[config.mk]
export PLATFORM = sky130hd
export DESIGN_NAME = usb_ep_handshake
export DESIGN_NICKNAME = d
export VERILOG_FILES = /design/src/rtl/ephs_pkg.sv /design/src/rtl/ephs_regfile.sv /design/src/rtl/ephs_busif.sv /design/src/rtl/ephs_decide.sv /design/src/rtl/usb_ep_handshake.sv
export SDC_FILE = /design/constraint.sdc
export NUM_CORES = 1
export LEC_CHECK = 0
export ABC_AREA = 1
export BUFFER_PORTS_ARGS = -buffer_cell sky130_fd_sc_hd__buf_2
export CAP_MARGIN = 40
export CORE_MARGIN = 10
export CORE_UTILIZATION = 42
export CTS_CLUSTER_DIAMETER = 60
export CTS_CLUSTER_SIZE = 16
export DETAILED_ROUTE_END_ITERATION = 8
export GPL_TIMING_DRIVEN = 0
export PLACE_DENSITY_LB_ADDON = 0.12
export SLEW_MARGIN = 40
export SYNTH_ARGS = -nofsm -noshare
export SYNTH_HDL_FRONTEND = slang
export SYNTH_SLANG_ARGS = --single-unit
[constraint.sdc]
create_clock -name clk -period 1.8 [get_ports clk]
set_input_delay 0.18 -clock clk [delete_from_list [all_inputs] [get_ports clk]]
set_output_delay 0.18 -clock clk [all_outputs]
set_load 0.01 [all_outputs]
[src/rtl/ephs_pkg.sv]
package ephs_pkg;

    typedef struct packed {
        logic rx_stall;
        logic tx_stall;
        logic ctl_ep;
        logic rx_single;
        logic rx_in_en;
        logic rx_ep_en;
        logic tx_out_en;
        logic tx_ep_en;
    } ep_ctl_t;

    typedef enum logic [1:0] {
        TK_OUT   = 2'd0,
        TK_IN    = 2'd1,
        TK_SETUP = 2'd2,
        TK_RSVD  = 2'd3
    } tok_kind_e;

    typedef enum logic [1:0] {
        RP_NONE   = 2'd0,
        RP_ACCEPT = 2'd1,
        RP_NACK   = 2'd2,
        RP_STALL  = 2'd3
    } reply_e;

    typedef struct packed {
        reply_e code;
        logic   fifo_wr;
        logic   tx_send;
    } verdict_t;

    localparam logic [7:0] EP0_RESET   = 8'h35;
    localparam logic [7:0] EPN_RESET   = 8'h10;
    // bits the register bus may change; the two enables stay hardware-owned
    localparam logic [7:0] BUS_WR_MASK = 8'b1111_1010;

    function automatic verdict_t judge(input ep_ctl_t c, input tok_kind_e k,
                                       input logic setup_pend, input logic rx_held);
        verdict_t v;
        v = '{code: RP_NONE, fifo_wr: 1'b0, tx_send: 1'b0};
        case (k)
            TK_OUT: begin
                if (!c.rx_ep_en)
                    v.code = RP_NONE;
                else if (c.rx_stall)
                    v.code = setup_pend ? RP_NACK : RP_STALL;
                else if (!c.rx_in_en)
                    v.code = RP_NACK;
                else if (c.rx_single && rx_held)
                    v.code = RP_NACK;
                else begin
                    v.code    = RP_ACCEPT;
                    v.fifo_wr = 1'b1;
                end
            end
            TK_SETUP: begin
                if (c.rx_ep_en && c.ctl_ep) begin
                    v.code    = RP_ACCEPT;
                    v.fifo_wr = 1'b1;
                end
            end
            TK_IN: begin
                if (!c.tx_ep_en)
                    v.code = RP_NONE;
                else if (c.tx_stall)
                    v.code = setup_pend ? RP_NACK : RP_STALL;
                else if (!c.tx_out_en)
                    v.code = RP_NACK;
                else begin
                    v.code    = RP_ACCEPT;
                    v.tx_send = 1'b1;
                end
            end
            default: v.code = RP_NONE;
        endcase
        return v;
    endfunction

endpackage

[src/rtl/ephs_regfile.sv]
module ephs_regfile
    import ephs_pkg::*;
#(
    parameter int NUM_EP = 4,
    parameter int EPW    = 2
) (
    input  logic            clk,
    input  logic            rst,
    input  logic            bus_we,
    input  logic [EPW-1:0]  bus_ep,
    input  logic [7:0]      bus_wdata,
    input  logic            cfg_wr,
    input  logic [EPW-1:0]  cfg_ep,
    input  logic            cfg_rx_en,
    input  logic            cfg_tx_en,
    input  logic            hw_stall,
    input  logic [EPW-1:0]  hw_ep,
    output ep_ctl_t         ctl [NUM_EP]
);

    for (genvar g = 0; g < NUM_EP; g++) begin : g_ep
        localparam logic [7:0] RST_VAL = (g == 0) ? EP0_RESET : EPN_RESET;
        ep_ctl_t ctl_q, ctl_d;

        always_comb begin
            ctl_d = ctl_q;
            if (bus_we && bus_ep == EPW'(g))
                ctl_d = ep_ctl_t'((bus_wdata & BUS_WR_MASK) | (ctl_q & ~BUS_WR_MASK));
            if (cfg_wr && cfg_ep == EPW'(g)) begin
                ctl_d.rx_ep_en = cfg_rx_en;
                ctl_d.tx_ep_en = cfg_tx_en;
            end
            if (hw_stall && hw_ep == EPW'(g))
                ctl_d.rx_stall = 1'b1;
        end

        always_ff @(posedge clk) begin
            if (rst) ctl_q <= ep_ctl_t'(RST_VAL);
            else     ctl_q <= ctl_d;
        end

        assign ctl[g] = ctl_q;
    end

endmodule

[src/rtl/ephs_busif.sv]
module ephs_busif
    import ephs_pkg::*;
#(
    parameter int NUM_EP = 4,
    parameter int EPW    = 2
) (
    input  logic            clk,
    input  logic            rst,
    input  logic            bus_wr,
    input  logic            bus_sel,
    input  logic [7:0]      bus_wdata,
    input  ep_ctl_t         ctl [NUM_EP],
    output logic            ctl_we,
    output logic [EPW-1:0]  sel_ep,
    output logic [7:0]      bus_rdata
);

    logic [EPW-1:0] idx_q;
    logic           idx_ok;

    assign idx_ok = int'(idx_q) < NUM_EP;
    assign sel_ep = idx_q;
    assign ctl_we = bus_wr && bus_sel && idx_ok;

    always_ff @(posedge clk) begin
        if (rst)
            idx_q <= '0;
        else if (bus_wr && !bus_sel)
            idx_q <= bus_wdata[EPW-1:0];
    end

    always_comb begin
        bus_rdata = 8'h00;
        if (!bus_sel)
            bus_rdata[EPW-1:0] = idx_q;
        else if (idx_ok)
            bus_rdata = ctl[idx_q];
    end

endmodule

[src/rtl/ephs_decide.sv]
module ephs_decide
    import ephs_pkg::*;
#(
    parameter int NUM_EP = 4,
    parameter int EPW    = 2
) (
    input  logic            clk,
    input  logic            rst,
    input  ep_ctl_t         ctl [NUM_EP],
    input  logic            tok_valid,
    input  logic [1:0]      tok_kind,
    input  logic [EPW-1:0]  tok_ep,
    input  logic            setup_pend,
    input  logic            rx_held,
    output logic            rsp_valid,
    output logic [1:0]      rsp_code,
    output logic            fifo_wr_en,
    output logic            tx_send
);

    verdict_t v_d, v_q;
    logic     vld_q;

    always_comb begin
        v_d = '{code: RP_NONE, fifo_wr: 1'b0, tx_send: 1'b0};
        if (tok_valid && int'(tok_ep) < NUM_EP)
            v_d = judge(ctl[tok_ep], tok_kind_e'(tok_kind), setup_pend, rx_held);
    end

    always_ff @(posedge clk) begin
        if (rst) begin
            vld_q <= 1'b0;
            v_q   <= '{code: RP_NONE, fifo_wr: 1'b0, tx_send: 1'b0};
        end else begin
            vld_q <= tok_valid;
            v_q   <= v_d;
        end
    end

    assign rsp_valid  = vld_q;
    assign rsp_code   = v_q.code;
    assign fifo_wr_en = v_q.fifo_wr;
    assign tx_send    = v_q.tx_send;

endmodule

[src/rtl/usb_ep_handshake.sv]
module usb_ep_handshake
    import ephs_pkg::*;
#(
    parameter int NUM_EP = 4,
    localparam int EPW   = (NUM_EP > 1) ? $clog2(NUM_EP) : 1
) (
    input  logic            clk,
    input  logic            rst,
    input  logic            bus_wr,
    input  logic            bus_sel,
    input  logic [7:0]      bus_wdata,
    output logic [7:0]      bus_rdata,
    input  logic            cfg_wr,
    input  logic [EPW-1:0]  cfg_ep,
    input  logic            cfg_rx_en,
    input  logic            cfg_tx_en,
    input  logic            tok_valid,
    input  logic [1:0]      tok_kind,
    input  logic [EPW-1:0]  tok_ep,
    input  logic            setup_pend,
    input  logic            rx_held,
    input  logic            st_valid,
    input  logic [EPW-1:0]  st_ep,
    input  logic            st_data1,
    input  logic            st_len_nz,
    output logic            rsp_valid,
    output logic [1:0]      rsp_code,
    output logic            fifo_wr_en,
    output logic            tx_send
);

    ep_ctl_t              ctl [NUM_EP];
    logic                 ctl_we;
    logic [EPW-1:0]       sel_ep;
    logic                 hw_stall;
    logic [NUM_EP*8-1:0]  ctl_flat;

    // malformed status stage: wrong data PID or a non-empty packet
    assign hw_stall = st_valid && (!st_data1 || st_len_nz);

    for (genvar g = 0; g < NUM_EP; g++) begin : g_flat
        assign ctl_flat[g*8 +: 8] = ctl[g];
    end

    ephs_busif #(.NUM_EP(NUM_EP), .EPW(EPW)) u_bus (
        .clk(clk), .rst(rst), .bus_wr(bus_wr), .bus_sel(bus_sel),
        .bus_wdata(bus_wdata), .ctl(ctl), .ctl_we(ctl_we),
        .sel_ep(sel_ep), .bus_rdata(bus_rdata)
    );

    ephs_regfile #(.NUM_EP(NUM_EP), .EPW(EPW)) u_regs (
        .clk(clk), .rst(rst), .bus_we(ctl_we), .bus_ep(sel_ep),
        .bus_wdata(bus_wdata), .cfg_wr(cfg_wr), .cfg_ep(cfg_ep),
        .cfg_rx_en(cfg_rx_en), .cfg_tx_en(cfg_tx_en),
        .hw_stall(hw_stall), .hw_ep(st_ep), .ctl(ctl)
    );

    ephs_decide #(.NUM_EP(NUM_EP), .EPW(EPW)) u_dec (
        .clk(clk), .rst(rst), .ctl(ctl), .tok_valid(tok_valid),
        .tok_kind(tok_kind), .tok_ep(tok_ep), .setup_pend(setup_pend),
        .rx_held(rx_held), .rsp_valid(rsp_valid), .rsp_code(rsp_code),
        .fifo_wr_en(fifo_wr_en), .tx_send(tx_send)
    );

endmodule

Word level (Yosys, flattened, before mapping)
Cells that the tools add are included.
{"block": "op_classes", "n_addsub": 0, "mul": 0, "div_mod_pow": 0, "order_cmp": 2, "eq_ne": 11, "n_shift": 0, "mux": 40, "bitwise": 9, "reduce_logical": 34}
{"op": "two-way mux 8 bit", "n": 8}
{"op": "binary-select mux 8 bit (select 2 bit)", "n": 2}
{"op": "bitwise OR 8 x 3 -> 8 bit", "n": 4}
{"op": "two-way mux 1 bit", "n": 18}
{"op": "two-way mux 2 bit", "n": 9}
{"op": "logical AND 1 bit", "n": 17}
{"op": "nonzero test 2 bit", "n": 8}
{"op": "equality test 2 bit, second input constant", "n": 7}
{"op": "equality test 2 x 1 -> 1 bit, second input constant", "n": 4}
{"op": "logical NOT 2 bit", "n": 4}
{"op": "greater-or-equal comparator 3 bit, second input constant", "n": 2}
{"op": "two-way mux 6 bit", "n": 1}
{"op": "inverter 2 -> 3 bit", "n": 2}
{"op": "case mux 2 bit (3 select lines)", "n": 1}
{"op": "OR reduction 5 bit", "n": 1}
{"op": "inverter 1 bit", "n": 3}
{"op": "logical NOT 1 bit", "n": 2}
{"op": "case mux 1 bit (2 select lines)", "n": 1}
{"op": "OR reduction 2 bit", "n": 1}
{"op": "logical OR 1 bit", "n": 1}
{"block": "word_totals", "ff_bits": 39, "latch_bits": 0, "ramBits": 0, "mem_bits_ro": 0, "input_bits": 29, "n_memories": 0}

Longest topological paths before layout
{"block": "depth", "word_depth": 10, "depth_mapped": 12, "depth_no_buf": 10}

Cells and area by module
From an unflattened synthesis, not the netlist that was laid out.
{"block": "unflattened", "hier_cells": 384, "hier_area_um2": 2466.1}
{"module": "ephs_regfile", "instances": 1, "cells_each": 166, "area_each_um2": 1330.0, "seq_area_each_um2": 640.6}
{"module": "ephs_decide", "instances": 1, "cells_each": 111, "area_each_um2": 615.6, "seq_area_each_um2": 100.1}
{"module": "ephs_busif", "instances": 1, "cells_each": 104, "area_each_um2": 504.2, "seq_area_each_um2": 40.0}
{"module": "usb_ep_handshake", "instances": 1, "cells_each": 3, "area_each_um2": 16.3, "seq_area_each_um2": 0.0}

Worst setup path before layout
Ideal clock, no wire load.
{"block": "synth_path", "path_kind": "reg-to-output", "start": "register u_bus.idx_q[1] (netlist: u_bus.sel_ep[1])", "end": "output port bus_rdata[0]", "arrival_time_ns": 1.058, "required_ns": 1.620, "setup_slack_ns": 0.562, "path_stages_with_launch": 6, "path_cell_list": "dfxtp_1 > buf_4 > nand2_1 > inv_1 > nand2_1 > a41oi_1"}
{"block": "synth_via", "elab_chain_len": 5}
{"element": "start: declaration", "line": "ephs_busif.sv:18", "text": "logic [EPW-1:0] idx_q;"}
{"element": "start signal: assignment", "line": "ephs_busif.sv:29", "text": "idx_q <= bus_wdata[EPW-1:0];"}
{"element": "inverter 2 -> 3 bit (not written as such)", "line": "ephs_busif.sv:37", "text": "bus_rdata = ctl[idx_q];"}
{"element": "binary-select mux 8 bit (select 2 bit)", "line": "ephs_busif.sv:37"}
{"element": "two-way mux 8 bit (not written as such) (2 in series)", "line": "ephs_busif.sv:37"}
{"element": "two-way mux 2 bit", "line": "ephs_busif.sv:34", "text": "if (!bus_sel)"}
{"element": "end: declaration", "line": "usb_ep_handshake.sv:12", "text": "output logic [7:0] bus_rdata,"}
Every way passes these cells. The select of a mux whose other input is x is not followed.

Worst setup path after layout
{"block": "layout_path", "start": "register u_bus.idx_q[1] (netlist: u_bus.sel_ep[1])", "end": "output port bus_rdata[6]"}
{"block": "layout_via", "elab_chain_len": 5}
{"element": "inverter 2 -> 3 bit (not written as such)", "line": "ephs_busif.sv:37"}
{"element": "binary-select mux 8 bit (select 2 bit)", "line": "ephs_busif.sv:37"}
{"element": "two-way mux 8 bit (not written as such) (2 in series)", "line": "ephs_busif.sv:37"}
{"element": "two-way mux 6 bit", "line": "ephs_busif.sv:34"}
Every way passes these cells. The select of a mux whose other input is x is not followed.

==> metrics.txt <==
worst path arrival time=1530 ps; core area=4750 um2; Rel. slew slack=66.2%; Initial DRT Pass Iterations=4; GPL Wtd Cong=0.887; Port Buffer Count=38; sequence of cells on the critical path=buf_6 -> nor2_4 -> buf_4 -> a22oi_1 -> a31oi_1 -> buf_2; max-slew violations=0; Mean Syn Cell Area=6.73 um2; vias per cell=5.05; Via Count=2145; via count of the first global-routing pass=2031; number of CTS-inserted buffers=5; initial antenna violation count=0; Routed Antenna Nets=0; kind of start point of the critical path=register; Remaining Overflow, GRT=0; Setup crit start=u_bus.sel_ep[1]$_SDFFE_PP0P_; number of nets in the layout=386; Hold Slack=126 ps; #FFs+latches synth=39; final cell count without fillers=425; Synth Flop Type=dfxtp_1; clock skew=7.43 ps; row count=25; DR DRC count=0; share of cells above drive strength 1=23.7%; top-level I/O count=42; First DRT Iteration DRCs=130; dpl cells=415; cell type with the largest total area after synthesis=dfxtp_1; Yosys warnings=0; status=finished, final reports clean; most frequent cells after synthesis=nand2_1, dfxtp_1, nor2_1, inv_1, o21ai_0; max incr delay on CP=310 ps; CP required=1620 ps; CP Class=register to primary output; Crit-path slowest cell=dfxtp_1; CTS tree=built; final-layout fill cell count=503; post-synth top area share=37.4%; Reg-to-Reg End=u_regs.ctl[31]$_SDFFE_PP0P_; register-to-register setup slack=420 ps; largest net degree at the start of global routing=12; Post-synth EDFFs=0; Leak=0.00118 uW; Setup TNS Final=0 ps; HPWL Detailed=4650 um; Post-Syn Area=2090 um2; CTS Sinks=39; post-synthesis instance total=310; syn_nets=339; Worst path top cell family by delay=buffers and inverters; Synth area leaders=dfxtp_1, nand2_1, o21ai_0, nor2_1, inv_1; Max Fclk=584 MHz; Setup crit end kind=primary output; CP Buf/Inv Count=3; final core utilization=52.5%; post-synthesis sequential area ratio=37.4%; Worst-Skew Late Latency=290 ps; Hold Crit Class=primary input to register; most frequent cell after synthesis=nand2_1; R2R depth=8; Inserted Diodes=0; routed wire length per instance=14.6 um; CTS Hold Bufs=0; Die Area=8180 um2; fin crit share=95.1%; Peak supply drop=0.000457 V; Post-synth ARST share=0%; clock root buffer=clkbuf_8; post-synth cell types=31; Setup-failing EPs final=0; dpl ws=270 ps; reg-to-reg critical path startpoint=u_bus.sel_ep[1]$_SDFFE_PP0P_; Worst Path Max Fanout=6; final WL=6190 um; final hold vios=0; Critical Path End=bus_rdata[6]; die height=90.5 um; die width=90.5 um; fin worst setup slack=87.4 ps; H-tree depth=2; Min Clock Period, post-route=1710 ps; Syn-to-layout area delta=19.7%; Initial Util=43.9%; Max clock buf depth=2; power per standard cell area=742 nW/um2; clock transition at the registers of the reported paths=80 ps; global-route wire length before repair=9900 um; max_cap viols=0; CP Depth=6; worst-margin pin slew=507 ps; Global Route Usage Sum=14.9%
[per-layer routing]
metal / vias up / global-route usage (%) / wire (um)
met1: 963 / 18.6 / 2810
met4: 0 / 6.23 / 86
li1: 1110 / - / -
met3: 8 / 4.16 / 447
met5: - / 0 / 0
met2: 64 / 23.3 / 2840
[cell type report]
| class | instances | area [um2] | share of cell area (%) |
|---|---|---|---|
| multi-input combinational | 223 | 1110 | 44.5 |
| sequential | 39 | 785 | 31.4 |
| timing repair buffer | 40 | 218 | 8.72 |
| inverter | 40 | 153 | 6.12 |
| tap | 67 | 83.8 | 3.36 |
| clock buffer | 7 | 76.3 | 3.06 |
| buffer | 8 | 65.1 | 2.61 |
| clock inverter | 1 | 5.00 | 0.201 |
[worst min-delay path by stage]
stage,cells after the start,startpoint,end,slack (ps)
final,3,tok_valid,u_dec.rsp_valid$_SDFF_PP0_,130
after global routing,3,tok_valid,u_dec.rsp_valid$_SDFF_PP0_,130
after CTS,3,tok_valid,u_dec.rsp_valid$_SDFF_PP0_,120
after detailed placement,3,bus_wdata[5],u_regs.ctl[29]$_SDFFE_PP1N_,430
after global placement,3,bus_wdata[5],u_regs.ctl[29]$_SDFFE_PP1N_,430
after floorplan,2,bus_wdata[4],u_regs.ctl[20]$_SDFFE_PP1P_,290
[cell families after synthesis]
family / synth area share (%)
buf+inv: 10.3
flops: 37.4
compound gates: 18.5
simple gates: 33.8
[per-stage QoR]
| step | instance area, um2 | total power (uW) |
|---|---|---|
| after floorplan | 2090 | 1150 |
| after global placement | 2360 | 1270 |
| after detailed placement | 2360 | 1270 |
| after CTS | 2440 | 1840 |
| after global routing | 2500 | 1950 |
| final | 2500 | 1850 |
[tightest hold or removal path: stages]
cell     delay [ps]
buf_2            70
nand2_1          70
inv_1            70
[power by group]
part	internal (uW)	switching, uW	leakage, uW
Combinational	139	214	0.000822
Clock	272	300	0.0000422
Sequential	899	29.0	0.000319
Total	1310	543	0.00118
[placed cells by master (no fill, tap or decap)]
cell type  Yosys  layout
a221oi_1       3       1
buf_2          1      39
nand2_4        0       1
buf_6          2       3
inv_1         31      30
o211ai_1       4       4
nor2_1        35      35
nand3_2        3       3
dfxtp_4        0       1
nor3b_1        1       1
nand3_1       22      22
o21ai_0       27      27
nor2_8         1       1
buf_4          1       1
dfxtp_1       39      38
a221oi_2       0       2
buf_8          1       1
clkinv_2       0       1
nand2_1       76      75
nor2_2         5       5
o21ai_1        2       2
buf_12         0       1
inv_2          8       9
nor3_1         3       3
a21oi_1       16      16
nand3b_1       1       1
a22oi_1        5       5
a21oi_2        1       1
inv_4          1       1
o22ai_1        2       2
o32ai_1        1       1
nor2_4         1       1
a31oi_1        3       3
clkbuf_1       3       5
nand2_2        9       9
a41oi_1        2       2
clkbuf_8       0       5
[registers in the layout, summed over array words and instances (netlist names)]
name / cells
u_dec.tx_send: 1
u_dec.rsp_code: 2
u_dec.rsp_valid: 1
u_regs.ctl: 32
u_dec.fifo_wr_en: 1
u_bus.sel_ep: 2
[timing repair]
item | in CTS | in global routing
endpoints found under the hold margin | 0 | 0
pin swaps | 0 | 1
setup endpoints to repair | 3 | 3
gates resized for setup | 3 | 5
buffers inserted | 0 | 2
Note: power is estimated with default switching activity, not from simulation.
